[config.mk]
export PLATFORM = sky130hd
export DESIGN_NAME = ds1_sf_framer
export DESIGN_NICKNAME = d
export VERILOG_FILES = /design/src/rtl/ds1_sf_pkg.sv /design/src/rtl/ds1_slot_timer.sv /design/src/rtl/ds1_word_cond.sv /design/src/rtl/ds1_bit_shifter.sv /design/src/rtl/ds1_sf_framer.sv
export SDC_FILE = /design/constraint.sdc
export NUM_CORES = 1
export LEC_CHECK = 0
export ABC_AREA = 1
export BUFFER_PORTS_ARGS = -buffer_cell sky130_fd_sc_hd__buf_2
export CAP_MARGIN = 20
export CORE_ASPECT_RATIO = 2
export CORE_UTILIZATION = 53
export DETAILED_ROUTE_END_ITERATION = 6
export PLACE_DENSITY = 0.85
export SYNTH_ARGS = -nofsm -noshare
export SYNTH_HDL_FRONTEND = slang
export SYNTH_SLANG_ARGS = --single-unit
[constraint.sdc]
create_clock -name clk -period 4.1 [get_ports clk]
set_input_delay 1.025 -clock clk [delete_from_list [all_inputs] [get_ports clk]]
set_output_delay 1.025 -clock clk [all_outputs]
set_load 0.005 [all_outputs]
[src/rtl/ds1_sf_pkg.sv]
package ds1_sf_pkg;

    localparam int CH_BITS       = 8;
    localparam int FRAMES_PER_SF = 12;
    localparam int ROB_A_FRM     = 5;   // frame 6, zero-based
    localparam int ROB_B_FRM     = 11;  // frame 12, zero-based

    // bit i is the framing bit of the i-th odd (resp. even) frame
    localparam logic [5:0] TERM_PAT = 6'b010101;
    localparam logic [5:0] SUPR_PAT = 6'b011100;

    typedef logic [3:0] frame_idx_t;
    typedef logic [2:0] bit_idx_t;
    typedef logic [CH_BITS-1:0] word_t;

    typedef enum logic [1:0] {
        ROB_NONE = 2'd0,
        ROB_A    = 2'd1,
        ROB_B    = 2'd2
    } rob_kind_t;

    typedef struct packed {
        logic       at_s;
        frame_idx_t frm;
        bit_idx_t   bitn;
    } slot_pos_t;

    function automatic logic framing_bit(frame_idx_t frm);
        logic bval;
        if (frm[0] == 1'b0)
            bval = TERM_PAT[frm[3:1]];
        else
            bval = SUPR_PAT[frm[3:1]];
        return bval;
    endfunction

    function automatic rob_kind_t rob_of(frame_idx_t frm);
        rob_kind_t r;
        if (frm == frame_idx_t'(ROB_A_FRM))
            r = ROB_A;
        else if (frm == frame_idx_t'(ROB_B_FRM))
            r = ROB_B;
        else
            r = ROB_NONE;
        return r;
    endfunction

    function automatic word_t condition_word(word_t raw, rob_kind_t r,
                                             logic a, logic b);
        word_t w;
        w = raw;
        case (r)
            ROB_A:   w[0] = a;
            ROB_B:   w[0] = b;
            default: w[0] = raw[0];
        endcase
        if (w[7:2] == 6'd0 && w[0] == 1'b0)
            w[1] = 1'b1;
        return w;
    endfunction

endpackage

[src/rtl/ds1_slot_timer.sv]
module ds1_slot_timer
    import ds1_sf_pkg::*;
#(
    parameter int NUM_CH = 24,
    parameter int CH_W   = 5
) (
    input  logic            clk,
    input  logic            rst,
    output slot_pos_t       pos,
    output logic [CH_W-1:0] ch
);

    localparam logic [CH_W-1:0] LAST_CH  = CH_W'(NUM_CH - 1);
    localparam frame_idx_t      LAST_FRM = frame_idx_t'(FRAMES_PER_SF - 1);
    localparam bit_idx_t        LAST_BIT = bit_idx_t'(CH_BITS - 1);

    always_ff @(posedge clk) begin
        if (rst) begin
            pos.at_s <= 1'b1;
            pos.frm  <= '0;
            pos.bitn <= '0;
            ch       <= '0;
        end else if (pos.at_s) begin
            pos.at_s <= 1'b0;
            pos.bitn <= '0;
            ch       <= '0;
        end else if (pos.bitn == LAST_BIT) begin
            pos.bitn <= '0;
            if (ch == LAST_CH) begin
                pos.at_s <= 1'b1;
                ch       <= '0;
                pos.frm  <= (pos.frm == LAST_FRM) ? '0 : pos.frm + 4'd1;
            end else begin
                ch <= ch + CH_W'(1);
            end
        end else begin
            pos.bitn <= pos.bitn + 3'd1;
        end
    end

endmodule

[src/rtl/ds1_word_cond.sv]
module ds1_word_cond
    import ds1_sf_pkg::*;
(
    input  word_t      raw,
    input  frame_idx_t frm,
    input  logic       sa,
    input  logic       sb,
    output word_t      sent
);

    rob_kind_t kind;

    always_comb begin
        kind = rob_of(frm);
        sent = condition_word(raw, kind, sa, sb);
    end

endmodule

[src/rtl/ds1_bit_shifter.sv]
module ds1_bit_shifter
    import ds1_sf_pkg::*;
(
    input  logic  clk,
    input  logic  rst,
    input  logic  load_s,
    input  logic  s_val,
    input  logic  s_first,
    input  logic  load_word,
    input  word_t word,
    output logic  ser_out,
    output logic  frame_sync,
    output logic  sf_sync
);

    logic [CH_BITS-2:0] rest_q;

    always_ff @(posedge clk) begin
        if (rst) begin
            ser_out    <= 1'b0;
            frame_sync <= 1'b0;
            sf_sync    <= 1'b0;
            rest_q     <= '0;
        end else begin
            frame_sync <= load_s;
            sf_sync    <= load_s & s_first;
            if (load_s) begin
                ser_out <= s_val;
            end else if (load_word) begin
                ser_out <= word[CH_BITS-1];
                rest_q  <= word[CH_BITS-2:0];
            end else begin
                ser_out <= rest_q[CH_BITS-2];
                rest_q  <= {rest_q[CH_BITS-3:0], 1'b0};
            end
        end
    end

endmodule

[src/rtl/ds1_sf_framer.sv]
module ds1_sf_framer
    import ds1_sf_pkg::*;
#(
    parameter int NUM_CH = 24,
    localparam int CH_W  = (NUM_CH > 1) ? $clog2(NUM_CH) : 1
) (
    input  logic              clk,
    input  logic              rst,
    output logic              byte_req,
    output logic [CH_W-1:0]   req_ch,
    input  logic [7:0]        byte_in,
    input  logic [NUM_CH-1:0] sig_a,
    input  logic [NUM_CH-1:0] sig_b,
    output logic              ser_out,
    output logic              frame_sync,
    output logic              sf_sync
);

    slot_pos_t       pos;
    logic [CH_W-1:0] ch;
    word_t           sent;
    logic            s_val;
    logic            s_first;

    ds1_slot_timer #(
        .NUM_CH (NUM_CH),
        .CH_W   (CH_W)
    ) timer_i (
        .clk (clk),
        .rst (rst),
        .pos (pos),
        .ch  (ch)
    );

    ds1_word_cond cond_i (
        .raw  (byte_in),
        .frm  (pos.frm),
        .sa   (sig_a[ch]),
        .sb   (sig_b[ch]),
        .sent (sent)
    );

    always_comb begin
        byte_req = ~pos.at_s && (pos.bitn == '0);
        req_ch   = ch;
        s_val    = framing_bit(pos.frm);
        s_first  = (pos.frm == '0);
    end

    ds1_bit_shifter shift_i (
        .clk        (clk),
        .rst        (rst),
        .load_s     (pos.at_s),
        .s_val      (s_val),
        .s_first    (s_first),
        .load_word  (byte_req),
        .word       (sent),
        .ser_out    (ser_out),
        .frame_sync (frame_sync),
        .sf_sync    (sf_sync)
    );

endmodule

* Yosys cells after proc, flatten, opt, wreduce, memory -nomap -nowiden
Memory sizes are Yosys's and may differ from the RTL's. A register that Yosys moved wholly into a read port is not among the register bits.
Index checks and enable logic that the tools add are counted.
** Word-level totals
- Register bits after elaboration :: 23
- Memory bits (read-only) :: 16
- Output and inout bits :: 9
- Memories :: 2
** Operators by class
- $add $sub $neg :: 3
- Magnitude comparators :: 2
- Eq/ne operators :: 6
- Muxes and demuxes :: 23
- Bitwise gates (word level) :: 3
- Reduce and logical (&&, ||, !) cells :: 8
** Memory list
- (name not given) :: depth 8, bits a word 1, read ports 1, clocked after memory_dff 1, wr ports 0, RTL line ds1_sf_pkg.sv:33 : bval = SUPR_PAT[frm[3:1]];
- (name not given) :: depth 8, bits a word 1, read ports 1, clocked after memory_dff 1, wr ports 0, RTL line ds1_sf_pkg.sv:31 : bval = TERM_PAT[frm[3:1]];
** Operator list (number)
- two-way mux 5 bit :: 3
- two-way mux 3 bit :: 4
- binary-select mux 1 bit (select 5 bit) :: 2
- two-way mux 1 bit :: 9
- two-way mux 7 bit :: 1
- zero test 6 bit :: 1
- less-than comparator 5 x 6 -> 1 bit, second input constant :: 1
- adder 5 x 1 -> 5 bit, second input constant :: 1
- equality test 5 bit, second input constant :: 1
- adder 4 x 1 -> 4 bit, second input constant :: 1
- equality test 4 x 3 -> 1 bit, second input constant :: 1
- equality test 4 bit, second input constant :: 1
- zero test 4 bit :: 1
- less-than comparator 3 x 4 -> 1 bit, second input constant :: 1
- two-way mux 2 bit :: 2
- two-way mux 4 bit :: 1
- adder 3 x 1 -> 3 bit, second input constant :: 1
- equality test 3 bit, second input constant :: 1
- zero test 3 bit :: 1
- AND reduction 3 bit :: 1
- OR reduction 3 bit :: 1
- equality test 2 x 1 -> 1 bit, second input constant :: 1
- equality test 2 bit, second input constant :: 1
- logical AND 1 bit :: 2
- other kinds (4) :: 5

* Logic depth before layout (Yosys ltp)
Gate-level depths: netlist of the first run.
- Depth after elaboration :: 9
- Depth in mapped cells :: 16
- Gate-level depth less buffers :: 14

* Hierarchy
From an unflattened synthesis of the first run, not the netlist that was laid out.
** Unflattened totals
- Cell total of the unflattened synthesis :: 324
- Area, all modules :: 1846.8 µm²
** Modules (own cells, without submodules)
- ds1_sf_framer :: times used 1, cells an instance 140, area an instance 635.6 µm², seq. area each 0.0 µm²
- ds1_slot_timer :: times used 1, cells an instance 87, area an instance 611.8 µm², seq. area each 260.2 µm²
- ds1_bit_shifter :: times used 1, cells an instance 69, area an instance 449.2 µm², seq. area each 200.2 µm²
- ds1_word_cond :: times used 1, cells an instance 28, area an instance 150.1 µm², seq. area each 0.0 µm²

* Least setup slack after synthesis of the first run
Ideal clock, no wire load.
- Kind :: reg2out
- From :: register timer_i.pos[0] (netlist name)
- To :: output port byte_req
- Data arrival time :: 0.962 ns
- Required time :: 3.075 ns
- Setup slack :: 2.113 ns
- Cell stages (with the launch flop) :: 7
- Buffers on the path :: 0
- Cells stage by stage :: dfxtp_1 inv_1 ha_1 inv_1 nor2_1 inv_1 nor2_1
** On the way
- Cells in the longest elaborated chain, start to end :: 2
** RTL lines
- zero test 3 bit :: RTL line ds1_sf_framer.sv:44 : byte_req = ~pos.at_s && (pos.bitn == '0);
- logical AND 1 bit :: RTL line ds1_sf_framer.sv:44
- end: declaration :: RTL line ds1_sf_framer.sv:9 : output logic byte_req,
No other way between the ends.

* Worst setup path in the final report of the first run
- From :: register timer_i.pos[0] (netlist name)
- To :: output port byte_req
** On the way
- Cells in the longest elaborated chain, start to end :: 2
** RTL lines (RTL line)
- zero test 3 bit :: ds1_sf_framer.sv:44
- logical AND 1 bit :: ds1_sf_framer.sv:44
No other way between the ends.

==> tab_implementation.tex, run 1 <==
\begin{tabular}{lr}
\hline
Metric & Value \\
\hline
\multicolumn{2}{l}{\textbf{Power}} \\
\quad Switching fraction of total power & between 20\% and 30\% \\
\quad Fraction of power consumed by sequential logic & approximately 54\% \\
\quad Power density over the cells & approximately 220 nW/µm² \\
\quad Final Power & between 400 and 500 µW \\
\quad Leak pwr & 1.23 nW \\
\quad Clock network power share & 30.0\% \\
\quad Cell-internal power & 357 µW \\
\quad Worst vdd rail ir drop & approximately 270 µV \\
\quad Combinational share of power & 15.8\% \\
\quad Switching pwr & about 110 µW \\
\multicolumn{2}{l}{\textbf{Final layout}} \\
\quad Number of fillers in the final layout & slightly above 300 \\
\quad Layout cells sized above 1 & 21.0\% \\
\quad Count of nets after finishing & approximately 430 \\
\quad Diode count & 0 \\
\quad Most frequent standard cell in the layout excluding fill and tap cells & nand2\_1 \\
\quad Layout Cells excl Fill & 393 \\
\quad Top library cells by usage in the layout, fill and taps aside & 90 x nand2\_1, 66 x inv\_1, 66 x buf\_2 \\
\quad Area growth from synthesis to final layout & 19.7\% \\
\multicolumn{2}{l}{\textbf{CTS}} \\
\quad CTS tree & built \\
\quad Clock transition at path regs & about 0.08 ns \\
\quad Post-CTS Hold Fix Bufs & 0 \\
\quad Clk\_lat worst skew & around 0.27 ns \\
\quad Post-CTS setup buffers & 0 \\
\quad Clock buffer depth & 2 \\
\quad Post-cts resize count & 0 \\
\quad Root buffer cell & clkbuf\_8 \\
\quad Clock net sink count & 25 \\
\quad H-tree level count & 1 \\
\quad Inserted Clock Buffers & 3 \\
\multicolumn{2}{l}{\textbf{Floorplanning}} \\
\quad Die area & approximately 3600 µm² \\
\quad Io pins & 67 \\
\quad Floorplan die width & 42.8 µm \\
\quad Die height & 83.7 µm \\
\quad Std cell rows & 29 \\
\quad Starting density of the core & between 50\% and 60\% \\
\quad Core region area & approximately 3200 µm² \\
\multicolumn{2}{l}{\textbf{Synth}} \\
\quad Library cells used by synthesis & 23 \\
\quad Multiplexer area fraction after synthesis & 0\% \\
\quad Per-instance average area after synthesis & between 5 and 6 µm² \\
\quad Syn\_nets & 365 \\
\quad Simple-gate share of the synthesized area & a little under 40\% \\
\quad Combinational family with the most area after synthesis & simple AND/OR/NAND/NOR gates \\
\quad Post-synthesis share of cell area spent on full adders, half adders and majority gates & under 10\% \\
\quad Seq/Total Area, Yosys & between 20\% and 30\% \\
\quad Xor/xnor share of the synthesized area & 0.495\% \\
\quad Cell area after synthesis & 1770 µm² \\
\quad Count of synthesis-stage warnings from yosys & 0 \\
\quad Number of synthesized register bits & 25 \\
\quad Compound-Gate Fraction of Synth Area & a little under a tenth \\
\quad Cell count after synthesis & 300 \\
\multicolumn{2}{l}{\textbf{Worst setup path}} \\
\quad Most used cell, CP & inv\_1 \\
\quad Flop-to-flop setup slack & between 1.5 and 2 ns \\
\quad Worst endpoint required time & $\sim$3.1 ns \\
\quad Critical setup path kind & reg2out \\
\quad Maximum fanout along the worst path & 7 \\
\quad CP max stage delay & between 0.3 and 0.4 ns \\
\quad Critical register-to-register path startpoint & timer\_i.ch[0] \\
\quad Crit path buffers/inverters & 4 \\
\quad Arrival time worst endpoint & $\sim$1.5 ns \\
\quad Cells along the critical path & inv\_1 -> ha\_1 -> inv\_1 -> nor2\_1 -> inv\_1 -> nor2\_1 -> buf\_2 \\
\quad R2R depth & 9 \\
\quad Cell with the largest stage delay on the worst path & dfxtp\_1 \\
\quad Crit start category & flip-flop \\
\quad Crit-path leading delay family & buffers and inverters \\
\quad Capturing element type of the critical path & output pin \\
\quad Number of cells on the critical path & 7 \\
\multicolumn{2}{l}{\textbf{Detailed routing}} \\
\quad Detail Route Antenna Nets & 0 \\
\quad Detailed-routing iteration count for the pre-antenna-repair pass & 4 \\
\quad Post-route DRC & 0 \\
\quad Vias per Instance & approximately 5.0 \\
\quad Total number of vias & just under 2,000 \\
\quad First-iteration detailed-routing DRC count & 43 \\
\quad WL per Instance & about 11 µm \\
\quad Final WL & roughly 4300 µm \\
\multicolumn{2}{l}{\textbf{STA}} \\
\quad Clock period minus final worst setup slack & 2.53 ns \\
\quad Period utilization & 61.6\% \\
\quad Setup clock skew after layout & 0.00240 ns \\
\quad Final hold violation count & 0 \\
\quad Total Neg Setup Slack & 0 ns \\
\quad Pins Over Slew Limit & 0 \\
\quad Top achievable clock speed & approximately 400 MHz \\
\quad Worst-Margin Slew & approximately 0.98 ns \\
\quad Unrepaired setup endpoints after global routing & false \\
\quad Worst relative slew slack & 34.4\% \\
\quad Final setup violation count & 0 \\
\multicolumn{2}{l}{\textbf{Place}} \\
\quad Sum of net half-perimeters after detailed placement & around 3400 µm \\
\quad Instance count after placement with tap cells included & around 400 \\
\quad Number of I/O port buffers & 66 \\
\quad Routability-driven placement congestion ratio & approximately 0.84 \\
\multicolumn{2}{l}{\textbf{Worst hold path}} \\
\quad Class of the tightest hold or removal check & reg2reg \\
\quad Number of cells on the worst hold path & 1 \\
\quad Hold worst-path end & timer\_i.pos[0] \\
\quad Worst hold start & timer\_i.pos[0] \\
\multicolumn{2}{l}{\textbf{Global routing}} \\
\quad Total grt overflow & 0 \\
\quad Vias in the first global route & between 1,500 and 2,000 \\
\quad First-pass GRT wire length & between 7000 and 8000 µm \\
\quad Pin count of the biggest net entering global routing & 31 \\
\quad Number of antenna violations at the first check in global routing & 0 \\
\quad Total track usage & roughly a quarter \\
\multicolumn{2}{l}{\textbf{Job}} \\
\quad Total of max-cap violations & 0 \\
\multicolumn{2}{l}{\textbf{Outcome}} \\
\quad Run status & complete, no violations \\
\hline
\end{tabular}
==> kinds of logic after synthesis <==
family	count (synthesis)
AND/OR/NAND/NOR	161
XOR/XNOR	1
adder cells (fa/ha/maj)	7
flip-flops	25
buffers and inverters	75
AO/OA/AOI/OAI	31
==> registers in the layout, summed over array words and instances (netlist names), named ones only <==
name,flops
timer_i.ch,5
shift_i.rest_q,7
timer_i.pos,8
shift_i.ser_out,1
shift_i.sf_sync,1
shift_i.frame_sync,1
==> how the worst max path moves through the flow <==
stage	endpoint	slack, ns	start
2_1_floorplan	byte_req	2.11	timer_i.pos[0]
3_3_place_gp	flip-flop	1.88	timer_i.ch[0]
3_5_place_dp	flip-flop	1.80	timer_i.ch[0]
4_1_cts	byte_req	1.57	timer_i.pos[0]
5_1_grt	byte_req	1.41	timer_i.pos[0]
6_report	byte_req	1.57	timer_i.pos[0]
==> layer usage <==
| layer | routed length, µm | global-route usage [%] | part of all wire [%] | vias up |
|---|---|---|---|---|
| met2 | 2430 | 49.9 | 56 | 63 |
| met3 | 183 | 2.81 | 4.2 | 17 |
| met1 | 1580 | 21.8 | 36 | 850 |
| met5 | 0 | 0 | 0 | - |
| li1 | - | - | - | 1039 |
| met4 | 139 | 11.4 | 3.2 | 0 |
==> power groups by stage <==
stage / clock (mW) / combinational [mW] / sequential, mW
after floorplan: 0 / 0.0367 / 0.260
after global placement: 0 / 0.0728 / 0.260
after detailed placement: 0 / 0.0739 / 0.260
after CTS: 0.142 / 0.0746 / 0.255
after global routing: 0.152 / 0.0847 / 0.255
final: 0.141 / 0.0741 / 0.255
==> worst register-to-register path, stage by stage, from the launching register on <==
cell     delay [ns]
dfxtp_1        0.97
ha_1           0.33
nand3_2        0.10
inv_1          0.15
nand3_2        0.17
o21ai_0        0.27
a21oi_1        0.06
nand2_1        0.10
nand2_1        0.05
o21ai_1        0.06
==> synth_stat cells <==
cell | number | area [µm²]
a21oi_1 | 9 | 45.0
a21oi_2 | 1 | 8.76
buf_2 | 2 | 10.0
buf_4 | 3 | 22.5
buf_6 | 3 | 33.8
dfxtp_1 | 25 | 500
ha_1 | 7 | 87.6
inv_1 | 66 | 248
inv_4 | 1 | 6.26
nand2_1 | 90 | 338
nand3_1 | 36 | 180
nand3_2 | 2 | 20.0
nand4_1 | 1 | 6.26
nor2_1 | 25 | 93.8
nor2_2 | 1 | 6.26
nor3_1 | 4 | 20.0
nor3_2 | 1 | 10.0
o211ai_2 | 1 | 12.5
o21ai_0 | 17 | 85.1
o21ai_1 | 1 | 5.00
o22ai_1 | 2 | 12.5
or4_1 | 1 | 7.51
xor2_1 | 1 | 8.76
==> final cells by class <==
class | instances | area (µm²) | area share [%]
Tap cell | 31 | 38.8 | 1.83
Multi-Input combinational cell | 200 | 947 | 44.8
Timing Repair Buffer | 66 | 330 | 15.6
Sequential cell | 25 | 500 | 23.7
Inverter | 67 | 254 | 12.0
Clock buffer | 4 | 45.0 | 2.13
==> stage by stage <==
| stage | area (µm²) | util, % | worst slack [ns] | hold WS, ns |
|---|---|---|---|---|
| floorplan | 1770 | - | 2.11 | 0.417 |
| global placement | 2070 | 65.6 | 1.88 | 0.425 |
| detailed placement | 2070 | 65.6 | 1.80 | 0.435 |
| CTS | 2120 | 67.0 | 1.57 | 0.451 |
| global route | 2120 | 67.0 | 1.41 | 0.478 |
| finish | 2120 | 67.0 | 1.57 | 0.447 |
No activity file was read; power rests on OpenSTA's default activity.
==> inputs of run 2 (changes only) <==
--- a/config.mk
+++ b/config.mk
@@ -9,9 +9,9 @@
 export BUFFER_PORTS_ARGS = -buffer_cell sky130_fd_sc_hd__buf_2
 export CAP_MARGIN = 20
 export CORE_ASPECT_RATIO = 2
-export CORE_UTILIZATION = 53
+export CORE_UTILIZATION = 49
 export DETAILED_ROUTE_END_ITERATION = 6
-export PLACE_DENSITY = 0.85
+export PLACE_DENSITY = 0.8
 export SYNTH_ARGS = -nofsm -noshare
 export SYNTH_HDL_FRONTEND = slang
 export SYNTH_SLANG_ARGS = --single-unit
==> constraint.sdc (replaced) <==
create_clock -name clk -period 2.39 [get_ports clk]
set_input_delay 0.5975 -clock clk [delete_from_list [all_inputs] [get_ports clk]]
set_output_delay 0.5975 -clock clk [all_outputs]
set_load 0.005 [all_outputs]
==> run 2 against run 1 <==
Against the previous run: die area rose by 7.9%; largest cell class unchanged; via count increased by 0.61%; power increased by 72%; clock skew is 0.0070 ns higher; final area increased by 1.8%; cell count grew 4.8%; critical path depth did not move; first-iteration DRC count is 42% higher; global-route usage grew 0.087 points; non-clock buffer count rose by 2; setup slack worse by 1.3 ns.
==> tab_implementation.tex, run 2 (synthesized netlist as in run 1, its figures left out) <==
\begin{tabular}{lr}
\hline
Metric & Value \\
\hline
\multicolumn{2}{l}{\textbf{Outcome}} \\
\quad Run status & complete, no violations \\
\multicolumn{2}{l}{\textbf{Global routing}} \\
\quad Met3 Track Usage GR & 2.90\% \\
\quad Gr busiest metal & met2 \\
\quad Total grt overflow & 0 \\
\quad Total track usage & about a quarter \\
\quad Pin count of the biggest net entering global routing & 28 \\
\quad Vias in the first global route & 1,969 \\
\quad Number of antenna violations at the first check in global routing & 0 \\
\quad Met2 Resource Use GR & 49.7\% \\
\quad First-pass GRT wire length & roughly 7400 µm \\
\quad Met1 routing resource usage after global routing & a little over a fifth \\
\multicolumn{2}{l}{\textbf{STA}} \\
\quad Final setup violation count & 0 \\
\quad Unrepaired setup endpoints after global routing & false \\
\quad Total Neg Setup Slack & 0 ns \\
\quad Worst-Margin Slew & 0.446 ns \\
\quad Top achievable clock speed & approximately 470 MHz \\
\quad Setup clock skew after layout & around 0.0094 ns \\
\quad Worst relative slew slack & a little over two thirds \\
\quad Period utilization & between 80 and 90\% \\
\quad Clock period minus final worst setup slack & around 2.1 ns \\
\quad Pins Over Slew Limit & 0 \\
\quad Final hold violation count & 0 \\
\multicolumn{2}{l}{\textbf{Final layout}} \\
\quad Layout Cells excl Fill & slightly above 400 \\
\quad Most frequent standard cell in the layout excluding fill and tap cells & nand2\_1 \\
\quad Layout cells sized above 1 & about 22\% \\
\quad Register with the most flip-flops & timer\_i.pos \\
\quad Count of nets after finishing & 430 \\
\quad Flip-flop count of the largest register after layout & 8 \\
\quad Registers with the highest flip-flop counts & timer\_i.pos x8, shift\_i.rest\_q x7, timer\_i.ch x5 \\
\quad Top library cells by usage in the layout, fill and taps aside & 90 x nand2\_1, 66 x inv\_1, 66 x buf\_2 \\
\quad Diode count & 0 \\
\quad Area growth from synthesis to final layout & 21.8\% \\
\multicolumn{2}{l}{\textbf{Worst setup path}} \\
\quad Worst endpoint required time & 1.79 ns \\
\quad Crit start category & flip-flop \\
\quad Critical setup path kind & reg2out \\
\quad Cells along the critical path & inv\_1 -> ha\_1 -> inv\_1 -> nor2\_1 -> inv\_1 -> nor2\_1 -> buf\_2 \\
\quad Arrival time worst endpoint & 1.51 ns \\
\quad CP max stage delay & approximately 0.33 ns \\
\quad Maximum fanout along the worst path & 7 \\
\quad Capturing element type of the critical path & output pin \\
\quad Most used cell, CP & inv\_1 \\
\quad Cell with the largest stage delay on the worst path & dfxtp\_1 \\
\multicolumn{2}{l}{\textbf{Floorplanning}} \\
\quad Die height & just under 90 µm \\
\quad Core region area & 3420 µm² \\
\quad Io pins & 67 \\
\quad Std cell rows & 30 \\
\quad Die area & a little under 4000 µm² \\
\quad Floorplan die width & roughly 44 µm \\
\quad Starting density of the core & 51.8\% \\
\multicolumn{2}{l}{\textbf{CTS}} \\
\quad Clock buffer depth & 2 \\
\quad Inserted Clock Buffers & 3 \\
\quad Clock net sink count & 25 \\
\quad CTS tree & built \\
\quad Post-CTS Hold Fix Bufs & 0 \\
\quad Post-cts resize count & 0 \\
\quad Clk\_lat worst skew & $\sim$0.27 ns \\
\quad Post-CTS setup buffers & 0 \\
\quad Clock transition at path regs & approximately 0.090 ns \\
\quad Root buffer cell & clkbuf\_8 \\
\quad H-tree level count & 1 \\
\multicolumn{2}{l}{\textbf{Power}} \\
\quad Leak pwr & around 1.2 nW \\
\quad Worst vdd rail ir drop & $\sim$450 µV \\
\quad Power density over the cells & about 380 nW/µm² \\
\quad Final Power & about 810 µW \\
\multicolumn{2}{l}{\textbf{Detailed routing}} \\
\quad Final WL & roughly 4400 µm \\
\quad Post-route DRC & 0 \\
\quad Detailed-routing iteration count for the pre-antenna-repair pass & 4 \\
\quad Vias per Instance & $\sim$4.8 \\
\quad WL per Instance & 10.8 µm \\
\quad Detail Route Antenna Nets & 0 \\
\quad Total number of vias & 1,981 \\
\quad First-iteration detailed-routing DRC count & 61 \\
\multicolumn{2}{l}{\textbf{Place}} \\
\quad Instance count after placement with tap cells included & 408 \\
\quad Number of I/O port buffers & 66 \\
\quad Sum of net half-perimeters after detailed placement & $\sim$3600 µm \\
\quad Routability-driven placement congestion ratio & between 0.7 and 0.8 \\
\multicolumn{2}{l}{\textbf{Worst hold path}} \\
\quad Class of the tightest hold or removal check & reg2reg \\
\multicolumn{2}{l}{\textbf{Job}} \\
\quad Total of max-cap violations & 0 \\
\hline
\end{tabular}
## run 2: cell types whose count changed in the layout (fill, tap and decap cells not counted)
| cell | before | now |
|---|---|---|
| clkbuf_1 | 1 | 0 |
| buf_4 | 0 | 2 |
| clkinv_2 | 0 | 1 |
## run 2: power by group
part           switching [mW]  total [mW]  internal [mW]
Sequential            0.00622       0.437          0.431
Combinational          0.0651       0.128         0.0628
Clock                   0.127       0.244          0.117
Total                   0.199       0.809          0.610
## run 2: through the flow
stage          worst slack [ns]  cell area, µm²  hold WS [ns]  util [%]
2_1_floorplan             0.831            1770         0.417         -
3_3_place_gp              0.654            2110         0.428      61.7
3_5_place_dp              0.627            2110         0.436      61.7
4_1_cts                   0.285            2150         0.452      63.0
5_1_grt                   0.119            2150         0.476      63.0
6_report                  0.280            2150         0.449      63.0
## run 2: final timing paths
path	startpoint	to	slack, ns	cells past startpoint
max	timer_i.pos[0]	byte_req	0.28	7
max reg2reg	timer_i.pos[3]	shift_i.rest_q[0]	0.58	10
min	timer_i.pos[0]	timer_i.pos[0]	0.45	1
min reg2reg	timer_i.pos[0]	timer_i.pos[0]	0.45	1
## run 2: layer usage
layer  part of all wire [%]  up-vias
li1                       -     1042
met5                      0        -
met3                    4.5       11
met1                     36      864
met2                     57       64
met4                    2.9        0
## run 2: critical path: cells and delay by family, from the launching register on
kind,cells,cell delay (ns)
flip-flops,1,0.33
buffers and inverters,4,0.40
AND/OR/NAND/NOR,2,0.38
adder cells (fa/ha/maj),1,0.13
## run 2: cell type report
type	count	area (µm²)
clock buffer	3	41.3
clock inverter	1	5.00
fill	365	1260
inverter	67	254
multi-input combinational	200	947
sequential	25	500
tap	48	60.1
timing repair buffer	68	345
==> inputs of run 3 (changes only) <==
--- a/config.mk
+++ b/config.mk
@@ -9,9 +9,8 @@
 export BUFFER_PORTS_ARGS = -buffer_cell sky130_fd_sc_hd__buf_2
 export CAP_MARGIN = 20
 export CORE_ASPECT_RATIO = 2
-export CORE_UTILIZATION = 49
+export CORE_UTILIZATION = 33
 export DETAILED_ROUTE_END_ITERATION = 6
-export PLACE_DENSITY = 0.8
 export SYNTH_ARGS = -nofsm -noshare
 export SYNTH_HDL_FRONTEND = slang
 export SYNTH_SLANG_ARGS = --single-unit
==> run 3 against run 2 <==
Against the previous run: clock skew shrank 0.0058 ns; cell count grew 2.4%; largest power group unchanged; routed wire length grew 5.0%; clock power grew 5%; via count is 1.3% lower; sequential power barely moved; non-clock buffer count is the same; power grew 1.4%; die area rose by 47%; final area rose by 0.70%; critical endpoint unchanged; clock-buffer cell count unchanged; register-to-register slack improved by 0.03 ns.
==> tab_implementation.tex, run 3 (synthesized netlist as in run 1, its figures left out) <==
\begin{tabular}{lr}
\hline
Metric & Value \\
\hline
\multicolumn{2}{l}{\textbf{Detailed routing}} \\
\quad Detailed-routing iteration count for the pre-antenna-repair pass & 4 \\
\quad WL per Instance & 11.0 µm \\
\quad Post-route DRC & 0 \\
\quad First-iteration detailed-routing DRC count & 45 \\
\quad Vias per Instance & about 4.6 \\
\quad Final WL & roughly 4700 µm \\
\quad Detail Route Antenna Nets & 0 \\
\quad Total number of vias & around 2,000 \\
\multicolumn{2}{l}{\textbf{Power}} \\
\quad Final Power & slightly above 800 µW \\
\quad Power density over the cells & 378 nW/µm² \\
\quad Worst vdd rail ir drop & about 370 µV \\
\quad Clock network power share & between 30\% and 40\% \\
\quad Leak pwr & $\sim$1.2 nW \\
\quad Combinational share of power & $\sim$16\% \\
\quad Cell-internal power & just over 600 µW \\
\quad Switching fraction of total power & 25.4\% \\
\quad Switching pwr & 209 µW \\
\quad Fraction of power consumed by sequential logic & 53.2\% \\
\multicolumn{2}{l}{\textbf{Worst setup path}} \\
\quad Worst endpoint required time & $\sim$1.8 ns \\
\quad Critical setup path kind & reg2out \\
\quad Capturing element type of the critical path & output pin \\
\quad Maximum fanout along the worst path & 7 \\
\quad Crit start category & flip-flop \\
\quad Flop-to-flop setup slack & 0.61 ns \\
\quad Arrival time worst endpoint & between 1.5 and 2 ns \\
\multicolumn{2}{l}{\textbf{STA}} \\
\quad Worst relative slew slack & between 70\% and 80\% \\
\quad Period utilization & 91.9\% \\
\quad Pins Over Slew Limit & 0 \\
\quad Top achievable clock speed & between 400 and 500 MHz \\
\quad Worst-Margin Slew & $\sim$0.45 ns \\
\quad Setup clock skew after layout & between 0.003 and 0.004 ns \\
\quad Total Neg Setup Slack & 0 ns \\
\quad Unrepaired setup endpoints after global routing & false \\
\quad Final hold violation count & 0 \\
\quad Final critical-path setup slack & approximately 0.19 ns \\
\quad Final setup violation count & 0 \\
\quad Worst hold margin & 0.445 ns \\
\quad Clock period minus final worst setup slack & 2.20 ns \\
\multicolumn{2}{l}{\textbf{Place}} \\
\quad Sum of net half-perimeters after detailed placement & approximately 4000 µm \\
\quad DP Worst Slack & roughly 0.51 ns \\
\quad Standard cell area after detailed placement & between 2000 and 2500 µm² \\
\quad Instance count after placement with tap cells included & 418 \\
\quad Routability-driven placement congestion ratio & 0.798 \\
\quad Number of I/O port buffers & 66 \\
\multicolumn{2}{l}{\textbf{Final layout}} \\
\quad Register with the most flip-flops & timer\_i.pos \\
\quad Flip-flop count of the largest register after layout & 8 \\
\quad Layout cells sized above 1 & a little over a fifth \\
\quad Finished Core Util & between 40\% and 50\% \\
\quad Non-Filler Cell Area, Final & between 2000 and 2500 µm² \\
\quad Registers with the highest flip-flop counts & timer\_i.pos x8, shift\_i.rest\_q x7, timer\_i.ch x5 \\
\quad Layout Cells excl Fill & between 400 and 500 \\
\quad Diode count & 0 \\
\quad Count of nets after finishing & 430 \\
\quad Most frequent standard cell in the layout excluding fill and tap cells & nand2\_1 \\
\quad Top library cells by usage in the layout, fill and taps aside & 90 x nand2\_1, 66 x inv\_1, 66 x buf\_2 \\
\quad Number of fillers in the final layout & 600 \\
\quad Area growth from synthesis to final layout & 22.6\% \\
\multicolumn{2}{l}{\textbf{Global routing}} \\
\quad Total grt overflow & 0 \\
\quad Total track usage & 17.4\% \\
\quad First-pass GRT wire length & around 7400 µm \\
\quad Vias in the first global route & $\sim$1,900 \\
\quad Number of antenna violations at the first check in global routing & 0 \\
\quad Pin count of the biggest net entering global routing & 29 \\
\multicolumn{2}{l}{\textbf{Floorplanning}} \\
\quad Floorplan die width & 53.8 µm \\
\quad Core region area & 5140 µm² \\
\quad Die area & about 5700 µm² \\
\quad Io pins & 67 \\
\quad Die height & roughly 110 µm \\
\quad Starting density of the core & 34.4\% \\
\quad Std cell rows & 37 \\
\multicolumn{2}{l}{\textbf{CTS}} \\
\quad Clock buffer depth & 2 \\
\quad Post-CTS setup buffers & 0 \\
\quad CTS tree & built \\
\quad Inserted Clock Buffers & 3 \\
\quad Clock transition at path regs & 0.09 ns \\
\quad Root buffer cell & clkbuf\_8 \\
\quad Post-CTS Hold Fix Bufs & 0 \\
\quad Clock net sink count & 25 \\
\quad Post-cts resize count & 0 \\
\quad H-tree level count & 1 \\
\quad Clk\_lat worst skew & 0.27 ns \\
\multicolumn{2}{l}{\textbf{Worst hold path}} \\
\quad Class of the tightest hold or removal check & reg2reg \\
\multicolumn{2}{l}{\textbf{Job}} \\
\quad Total of max-cap violations & 0 \\
\multicolumn{2}{l}{\textbf{Outcome}} \\
\quad Run status & complete, no violations \\
\hline
\end{tabular}
## run 3: cell types whose count changed in the layout (fill, tap and decap cells not counted), sizes merged
cell	before	now
clkinv	1	0
clkinvlp	0	1
## run 3: routing by layer
metal,vias to the layer above,GRT usage [%],routed length (µm)
li1,1041,-,-
met1,859,14.9,1650
met2,47,36.1,2760
met3,8,1.01,161
met4,0,7.33,91
met5,-,0,0
## run 3: final timing paths
check / from / to / depth (start not counted)
setup / recovery: timer_i.pos[0] / byte_req / 7
hold / removal: timer_i.pos[0] / timer_i.pos[0] / 1
setup reg to reg: timer_i.ch[1] / flip-flop / 9
hold reg to reg: timer_i.pos[0] / timer_i.pos[0] / 1
## run 3: cell type report
cell class                 count  area, µm²  area share, %
sequential                    25        500           23.1
clock buffer                   3       41.3           1.90
tap                           58       72.6           3.35
clock inverter                 1       7.51          0.346
multi-input combinational    200        947           43.7
inverter                      67        254           11.7
timing repair buffer          68        345           15.9
## run 3: power by group through the flow
stage	sequential [mW]	combinational, mW	clock (mW)
after detailed placement	0.446	0.130	0
after floorplan	0.446	0.0630	0
after global placement	0.446	0.131	0
after global routing	0.438	0.150	0.282
after CTS	0.436	0.131	0.264
final	0.436	0.130	0.255
## run 3: worst max-delay path, cell delays in order, from the launching register on
cell and delay, ns:
dfxtp_1 0.33, inv_1 0.06, ha_1 0.13, inv_1 0.03, nor2_1 0.20, inv_1 0.16
nor2_1 0.25, buf_2 0.17
